==> config.mk <==
export PLATFORM = sky130hd
export DESIGN_NAME = irq_router
export DESIGN_NICKNAME = d
export VERILOG_FILES = /design/src/rtl/irq_router_pkg.sv /design/src/rtl/irq_edge_detect.sv /design/src/rtl/irq_line_route.sv /design/src/rtl/irq_router.sv
export SDC_FILE = /design/constraint.sdc
export NUM_CORES = 2
export LEC_CHECK = 0
export BUFFER_PORTS_ARGS = -buffer_cell sky130_fd_sc_hd__buf_2
export CAP_MARGIN = 10
export CORE_MARGIN = 2
export CORE_UTILIZATION = 40
export CTS_CLUSTER_DIAMETER = 30
export CTS_CLUSTER_SIZE = 40
export DETAILED_ROUTE_END_ITERATION = 10
export PLACE_DENSITY_LB_ADDON = 0.08
export SLEW_MARGIN = 20
export SYNTH_ARGS = -nofsm -noshare
export SYNTH_HDL_FRONTEND = slang
export SYNTH_HIERARCHICAL = 1
export SYNTH_SLANG_ARGS = --single-unit
==> constraint.sdc <==
create_clock -name clk -period 7.9 [get_ports clk]
set_input_delay 1.58 -clock clk [delete_from_list [all_inputs] [get_ports clk]]
set_output_delay 1.58 -clock clk [all_outputs]
set_load 0.02 [all_outputs]
==> src/rtl/irq_router_pkg.sv <==
package irq_router_pkg;

    localparam int SEL_W = 4;
    localparam int TAG_W = 23;

    // Bit positions of the fields inside a configuration word.
    localparam int SEL_LSB = 0;
    localparam int TAG_LSB = 8;
    localparam int EN_BIT  = 31;

    typedef struct packed {
        logic             en;
        logic [TAG_W-1:0] tag;
        logic [SEL_W-1:0] sel;
    } src_cfg_t;

    function automatic src_cfg_t cfg_from_word(input logic [63:0] w);
        src_cfg_t c;
        c.en  = w[EN_BIT];
        c.tag = w[TAG_LSB +: TAG_W];
        c.sel = w[SEL_LSB +: SEL_W];
        return c;
    endfunction

    function automatic logic [63:0] cfg_to_word(input src_cfg_t c);
        logic [63:0] w;
        w = '0;
        w[EN_BIT]             = c.en;
        w[TAG_LSB +: TAG_W]   = c.tag;
        w[SEL_LSB +: SEL_W]   = c.sel;
        return w;
    endfunction

endpackage

==> src/rtl/irq_edge_detect.sv <==
module irq_edge_detect #(
    parameter int W = 16
) (
    input  logic         clk,
    input  logic         rst_n,
    input  logic [W-1:0] lvl,
    output logic [W-1:0] rise
);
    logic [W-1:0] prev_d, prev_q;

    always_comb begin
        prev_d = lvl;
        rise   = lvl & ~prev_q;
    end

    always_ff @(posedge clk or negedge rst_n) begin
        if (!rst_n) prev_q <= '0;
        else        prev_q <= prev_d;
    end
endmodule

==> src/rtl/irq_line_route.sv <==
module irq_line_route #(
    parameter int NUM_SRC = 32,
    parameter int SEL_W   = 4,
    parameter int LINE    = 0
) (
    input  logic [NUM_SRC-1:0]       active,
    input  logic [NUM_SRC*SEL_W-1:0] sel_flat,
    output logic                     hit
);
    always_comb begin
        hit = 1'b0;
        for (int s = 0; s < NUM_SRC; s++) begin
            if (active[s] && (sel_flat[s*SEL_W +: SEL_W] == SEL_W'(LINE)))
                hit = 1'b1;
        end
    end
endmodule

==> src/rtl/irq_router.sv <==
module irq_router
    import irq_router_pkg::*;
#(
    parameter int NUM_SRC   = 32,
    parameter int NUM_HW    = 16,
    parameter int NUM_LINES = 5,
    parameter int ADDR_W    = 9
) (
    input  logic                 clk,
    input  logic                 rst_n,
    input  logic [NUM_HW-1:0]    hw_irq,
    input  logic                 bus_wr,
    input  logic [ADDR_W-1:0]    bus_addr,
    input  logic [63:0]          bus_wdata,
    output logic [63:0]          bus_rdata,
    output logic [NUM_LINES-1:0] irq_out
);
    localparam int WIDX_W   = ADDR_W - 3;
    localparam int IDX_PEND = NUM_SRC;
    localparam int IDX_SET  = NUM_SRC + 1;
    localparam int IDX_CLR  = NUM_SRC + 2;

    typedef struct packed {
        src_cfg_t [NUM_SRC-1:0] cfg;
        logic     [NUM_SRC-1:0] pend;
    } state_t;

    state_t st_d, st_q;

    logic [WIDX_W-1:0]        widx;
    logic [NUM_HW-1:0]        hw_rise;
    logic [NUM_SRC-1:0]       hw_ext;
    logic [NUM_SRC-1:0]       set_mask, clr_mask;
    logic [NUM_SRC-1:0]       active;
    logic [NUM_SRC*SEL_W-1:0] sel_flat;
    logic [NUM_SRC-1:0]       pend_q;

    assign widx   = bus_addr[ADDR_W-1:3];
    assign pend_q = st_q.pend;

    irq_edge_detect #(.W(NUM_HW)) edge_i (
        .clk   (clk),
        .rst_n (rst_n),
        .lvl   (hw_irq),
        .rise  (hw_rise)
    );

    always_comb begin
        hw_ext             = '0;
        hw_ext[NUM_HW-1:0] = hw_rise;
    end

    // Next-state: configuration writes and pending update.
    always_comb begin
        st_d     = st_q;
        set_mask = '0;
        clr_mask = '0;
        if (bus_wr) begin
            if (widx == WIDX_W'(IDX_SET)) set_mask = bus_wdata[NUM_SRC-1:0];
            if (widx == WIDX_W'(IDX_CLR)) clr_mask = bus_wdata[NUM_SRC-1:0];
            for (int s = 0; s < NUM_SRC; s++) begin
                if (widx == WIDX_W'(s)) st_d.cfg[s] = cfg_from_word(bus_wdata);
            end
        end
        // Set and hardware edges are applied after the clear so they win.
        st_d.pend = (st_q.pend & ~clr_mask) | set_mask | hw_ext;
    end

    always_ff @(posedge clk or negedge rst_n) begin
        if (!rst_n) st_q <= '0;
        else        st_q <= st_d;
    end

    // Read mux.
    always_comb begin
        bus_rdata = '0;
        for (int s = 0; s < NUM_SRC; s++) begin
            if (widx == WIDX_W'(s)) bus_rdata = cfg_to_word(st_q.cfg[s]);
        end
        if (widx == WIDX_W'(IDX_PEND)) bus_rdata[NUM_SRC-1:0] = st_q.pend;
    end

    // Routing network.
    always_comb begin
        for (int s = 0; s < NUM_SRC; s++) begin
            active[s]                   = st_q.pend[s] & st_q.cfg[s].en;
            sel_flat[s*SEL_W +: SEL_W]  = st_q.cfg[s].sel;
        end
    end

    for (genvar l = 0; l < NUM_LINES; l++) begin : g_line
        irq_line_route #(
            .NUM_SRC (NUM_SRC),
            .SEL_W   (SEL_W),
            .LINE    (l)
        ) route_i (
            .active   (active),
            .sel_flat (sel_flat),
            .hit      (irq_out[l])
        );
    end
endmodule

# Word-level counts from Yosys, hierarchy flattened
# Index checks and enable logic that the tools add are counted.
[word_totals] in_bits=92 latch_bits=0 reg_bits=944 n_memories=0 ramBits=0 output_inout_bits=69 rom_bits=0 elab_cells=720
[classes] n_reduce_logical=225 multipliers=0 n_mux=197 n_eq_ne=162 n_lt_le_gt_ge=0 shifts=0 bitwise_logic=38 n_addsub=0 div_mod_pow=0
[op_table] cell="64-bit 2-to-1 mux" n=30
[op_table] cell="4-bit by 2-bit equality test with 1-bit output, second input constant" n=64
[op_table] cell="32-bit 2-to-1 mux" n=7
[op_table] cell="1-bit logical AND" n=160
[op_table] cell="1-bit 2-to-1 mux" n=160
[op_table] cell="4-bit by 1-bit equality test with 1-bit output, second input constant" n=32
[op_table] cell="4-bit by 3-bit equality test with 1-bit output, second input constant" n=32
[op_table] cell="4-bit logical NOT" n=32
[op_table] cell="6-bit by 5-bit equality test with 1-bit output, second input constant" n=16
[op_table] cell="2-bit AND reduction" n=32
[op_table] cell="6-bit by 4-bit equality test with 1-bit output, second input constant" n=8
[op_table] cell="1-bit bitwise AND" n=32
[op_table] cell="32-bit bitwise AND" n=1
[op_table] cell="32-bit NOT" n=1
[op_table] cell="32-bit by 16-bit bitwise OR with 32-bit output" n=1
[op_table] cell="32-bit bitwise OR" n=1
[op_table] cell="6-bit by 3-bit equality test with 1-bit output, second input constant" n=4
[op_table] cell="6-bit equality test, second input constant" n=3
[op_table] cell="16-bit bitwise AND" n=1
[op_table] cell="16-bit NOT" n=1
[op_table] cell="6-bit by 2-bit equality test with 1-bit output, second input constant" n=2
[op_table] cell="6-bit by 1-bit equality test with 1-bit output, second input constant" n=1
[op_table] cell="6-bit logical NOT" n=1

# Depth between registers and ports, before layout
[logic_depth] ltp_word=34 depth_mapped=12 ltp_nobuf=7

# Modules after synthesis
# The synthesis kept the hierarchy.
[modules_own_cells] module="irq_router" cells_per_inst=3448 seq_area_each_um2=23222.3 n_inst=1 area_each_um2=43728.2
[modules_own_cells] module="irq_line_route at g_line[1].route_i ..." cells_per_inst=73 seq_area_each_um2=0.0 n_inst=2 area_each_um2=483.0
[modules_own_cells] module="irq_edge_detect" cells_per_inst=32 seq_area_each_um2=400.4 n_inst=1 area_each_um2=620.6
[modules_own_cells] module="irq_line_route at g_line[0].route_i" cells_per_inst=75 seq_area_each_um2=0.0 n_inst=1 area_each_um2=390.4
[modules_own_cells] module="irq_line_route at g_line[3].route_i" cells_per_inst=75 seq_area_each_um2=0.0 n_inst=1 area_each_um2=386.6
[modules_own_cells] module="irq_line_route at g_line[4].route_i" cells_per_inst=69 seq_area_each_um2=0.0 n_inst=1 area_each_um2=381.6

# Worst setup path before layout
# Ideal clock, no wire load.
[synth_path] path_kind="input-to-output" from="in bus_addr[3]" to="out bus_rdata[12]" cell_stages=12 path_slack_ps=2635 path_buffers=6 required_ps=6320 t_arrival_ps=3685 path_cell_list="buf_4 buf_4 buf_6 buf_4 buf_6 buf_4 nor2_1 nor3_1 a21oi_1 o21ai_0 o31ai_1 a211oi_1"
[synth_between] elab_chain_len=34 elab_cells_between_ends=66 cone_classes="eq/ne: 32; mux: 33; reduce/logical: 1"
[synth_rtl] item="from (decl)" line_no="irq_router.sv:13" rtl="input logic [ADDR_W-1:0] bus_addr,"
[synth_rtl] item="6-bit logical NOT" line_no="irq_router.sv:78" rtl="if (widx == WIDX_W'(s)) bus_rdata = cfg_to_word(st_q.cfg[s]);"
[synth_rtl] item="32-bit 2-to-1 mux (2 in series)" line_no="irq_router.sv:78"
[synth_rtl] item="64-bit 2-to-1 mux (30 in series)" line_no="irq_router.sv:78"
[synth_rtl] item="32-bit 2-to-1 mux (*)" line_no="irq_router.sv:80" rtl="if (widx == WIDX_W'(IDX_PEND)) bus_rdata[NUM_SRC-1:0] = st_q.pend;"
[synth_rtl] item="to (decl)" line_no="irq_router.sv:15" rtl="output logic [63:0] bus_rdata,"
# Mark *: on every way between the ends. The rest lies on a longest branch, timed or not.

# Worst setup path after layout
[layout_path] from="in bus_addr[5]" to="out bus_rdata[1]"
# Same word-level chain as after synthesis.

==> impl_metrics.env <==
export IMPL_yosys_top_cells_count="dfrtp_1, mux2_2, nand2_1"
export IMPL_setup_tns_ns=0
export IMPL_internal_power_mw=13.7
export IMPL_die_area_sq_um=119000
export IMPL_numCtsBuffers=236
export IMPL_maxCapViolations=0
export IMPL_seqPwrFrac_pct=33.1
export IMPL_via_count=34522
export IMPL_layout_nets=4098
export IMPL_grt_pass1_vias=34453
export IMPL_ys_async_sr_fraction_pct=100
export IMPL_tritoncts="built"
export IMPL_synth_area_leaders="dfrtp_1, mux2_2, nand2_1"
export IMPL_max_vdd_ir_drop_v=0.000294
export IMPL_clock_latency_ns=0.80
export IMPL_cts_hold_buf=0
export IMPL_slew_headroom_pct=18.5
export IMPL_worstPathArrival_ns=5.53
export IMPL_sw_frac_of_total_pct=24.1
export IMPL_port_buffer_count=93
export IMPL_post_route_util_pct=49.5
export IMPL_layout_drive_gt1_share_pct=40.3
export IMPL_clock_skew_ns=0.0225
export IMPL_synth_cell_area_sq_um=46500
export IMPL_clkPwrFrac_pct=57.8
export IMPL_wl_microns=170000
export IMPL_synth_ff_type="dfrtp_1"
export IMPL_crit_path_end_kind="output port"
export IMPL_synth_top_area_share_pct=50.8
export IMPL_rsz0062_at_grt="no"
export IMPL_slew_viol_final=0
export IMPL_design_power_total_mw=18.0
export IMPL_drtAntennaViolNets=0
export IMPL_diodes=0
export IMPL_clockBufferDepth=3
export IMPL_cts_setup_buffers=0
export IMPL_power_frac_comb_pct=9.1
export IMPL_routabilityCongestion=0.885
export IMPL_powerDensity_nw_per_um2=314
export IMPL_ios=161
export IMPL_fp_row_count=125
export IMPL_grt_util_all_layers_pct=28.7
export IMPL_cts_max_level=4
export IMPL_synth_edff_count=0
export IMPL_wl_per_cell_microns=29.7
export IMPL_dp_cells=5291
export IMPL_clkSlewWorstSetupHoldPaths_ns=0.04
export IMPL_overflow=0
export IMPL_drt_pre_antenna_iters=6
export IMPL_worstSetupStartpointType="input pin"
export IMPL_setup_violations=0
export IMPL_post_route_min_period_ns=7.11
export IMPL_cts_resized=0
export IMPL_synth_most_common_cell="dfrtp_1"
export IMPL_die_y_microns=345
export IMPL_dieWidth_microns=345
export IMPL_p_switching_mw=4.35
export IMPL_period_share_pct=90.0
export IMPL_drt_iter0_drc=2967
export IMPL_p_leak_nw=26.3
export IMPL_antenna_found_initial=5
export IMPL_worstMarginPinSlew_ns=1.21
export IMPL_syn_inst=3845
export IMPL_fillCellCount=10424
export IMPL_viasPerCell=6.02
export IMPL_start_util_pct=40.2
export IMPL_ys_types=80
export IMPL_hpwl_microns=111000
export IMPL_syn_avg_cell_area_sq_um=12.1
export IMPL_grt_max_degree=127
export IMPL_timing_fmax_mhz=141
export IMPL_status="complete, no violations"
export IMPL_hp_class="reg2reg"
export IMPL_ys_ff_latch=944
export IMPL_cts_sinks=944
export IMPL_crit_required_ns=6.32
export IMPL_core_sq_um=116000
export IMPL_ys_seq_area_share_pct=50.8
export IMPL_area_growth_pct=23.4
export IMPL_hold_viol=0
export IMPL_yosysTopAreaCell="dfrtp_1"
export IMPL_critPathMaxFanout=19
export IMPL_worstSetupPathType="in2out"
export IMPL_fin_cells=5733
export IMPL_clockRootBuffer="clkbuf_16"
export IMPL_drc=0
export IMPL_grt_first_pass_wirelength_microns=248000
export IMPL_yosysWarnings=6
## kinds of logic (layout without fill, tap and decap cells)
| kind of cell | count (synthesis) | count (layout) | synth area share (%) |
|---|---|---|---|
| flip-flops | 944 | 944 | 50.8 |
| AO/OA/AOI/OAI | 640 | 640 | 9.22 |
| buffers and inverters | 344 | 677 | 3.56 |
| AND/OR/NAND/NOR | 864 | 864 | 10.1 |
| other | 1 | 32 | 0.00807 |
| multiplexers | 1052 | 1052 | 26.3 |
## metrics by stage
stage,area (sq um),worst slack (ns),hold WS [ns]
after floorplan,46600,2.63,0.459
after detailed placement,48600,0.795,0.484
after global routing,57300,0.676,0.505
after global placement,48600,0.859,0.478
final,57300,0.787,0.492
after CTS,57300,0.782,0.495
## placed cells by master, fill, tap and decap left out, types with 22 or more instances in the layout
master     synthesis  routed
a22o_1            22      22
buf_4             57     129
dfrtp_1          944     944
a21oi_1          114     114
bufinv_16          0      45
buf_2            102      90
o221ai_1          31      31
nor4_1            61      61
nand4_1           71      71
a22oi_1           39      39
clkbuf_8           0      48
nand2_1          277     276
clkinv_2           0      46
o21ai_0          144     144
a31oi_1           33      33
o22ai_1           79      79
clkbuf_16          0     241
and2_1            34      34
mux2i_1           66      66
nor4b_1           55      55
clkbuf_1         153      33
nor3_1            57      57
conb_1             1      32
mux4_2            41      41
nor2_1           167     160
mux2_2           941     941
a2111oi_0         22      22
## state kept, by name, indices dropped and copies added, names as in the netlist
| signal | flops |
|---|---|
| sel_flat | 128 |
| st_q | 768 |
| edge_i/prev_q | 16 |
| pend_q | 32 |
## cell type report
type                            count  area [sq um]  area share, %
Sequential cell                   944         23600           41.2
Multi-Input combinational cell   2588         21500           37.4
Clock buffer                      321          6800           11.9
Tap cell                         1524          1910           3.33
Clock inverter                    120          1890           3.30
Timing Repair Buffer              230          1630           2.84
Inverter                            6          22.5         0.0393
## worst max-delay path, cell delays in order
cell and delay [ns]:
buf_2 0.50, nor4b_4 0.92, buf_4 0.28, o21ai_0 0.09, o2bb2ai_1 0.17, a2111oi_0 0.77
a2111oi_0 0.27, nor3b_1 0.53, or3_1 0.23, buf_2 0.17
## per-layer routing
metal | global-route usage [%] | vias up | part of all wire, %
met5 | 0 | - | 0
met2 | 45.7 | 1149 | 47
met3 | 4.20 | 254 | 5.3
met1 | 40.2 | 18320 | 45
met4 | 9.33 | 0 | 2.8
li1 | - | 14799 | -
## final timing paths
check	start	to	slack (ns)	cells after the start
min in group asynchronous	rst_n	sel_flat[12]$_DFFE_PN0P_	0.76	1
max	bus_addr[5]	bus_rdata[1]	0.79	10
min reg2reg	st_q[724]$_DFFE_PN0P_	st_q[724]$_DFFE_PN0P_	0.49	1
min	st_q[724]$_DFFE_PN0P_	st_q[724]$_DFFE_PN0P_	0.49	1
max in group asynchronous	rst_n	st_q[714]$_DFFE_PN0P_	5.23	3
max reg2reg	pend_q[12]$_DFF_PN0_	pend_q[12]$_DFF_PN0_	6.81	1
## power groups by stage
stage | Combinational (mW) | Sequential [mW] | Clock [mW]
after floorplan | 1.16 | 5.84 | 0
after global placement | 1.61 | 6.00 | 0
after detailed placement | 1.64 | 6.02 | 0
after CTS | 1.65 | 5.95 | 10.5
after global routing | 1.78 | 6.04 | 10.8
final | 1.64 | 5.97 | 10.4
No activity file was read; power rests on OpenSTA's default activity.
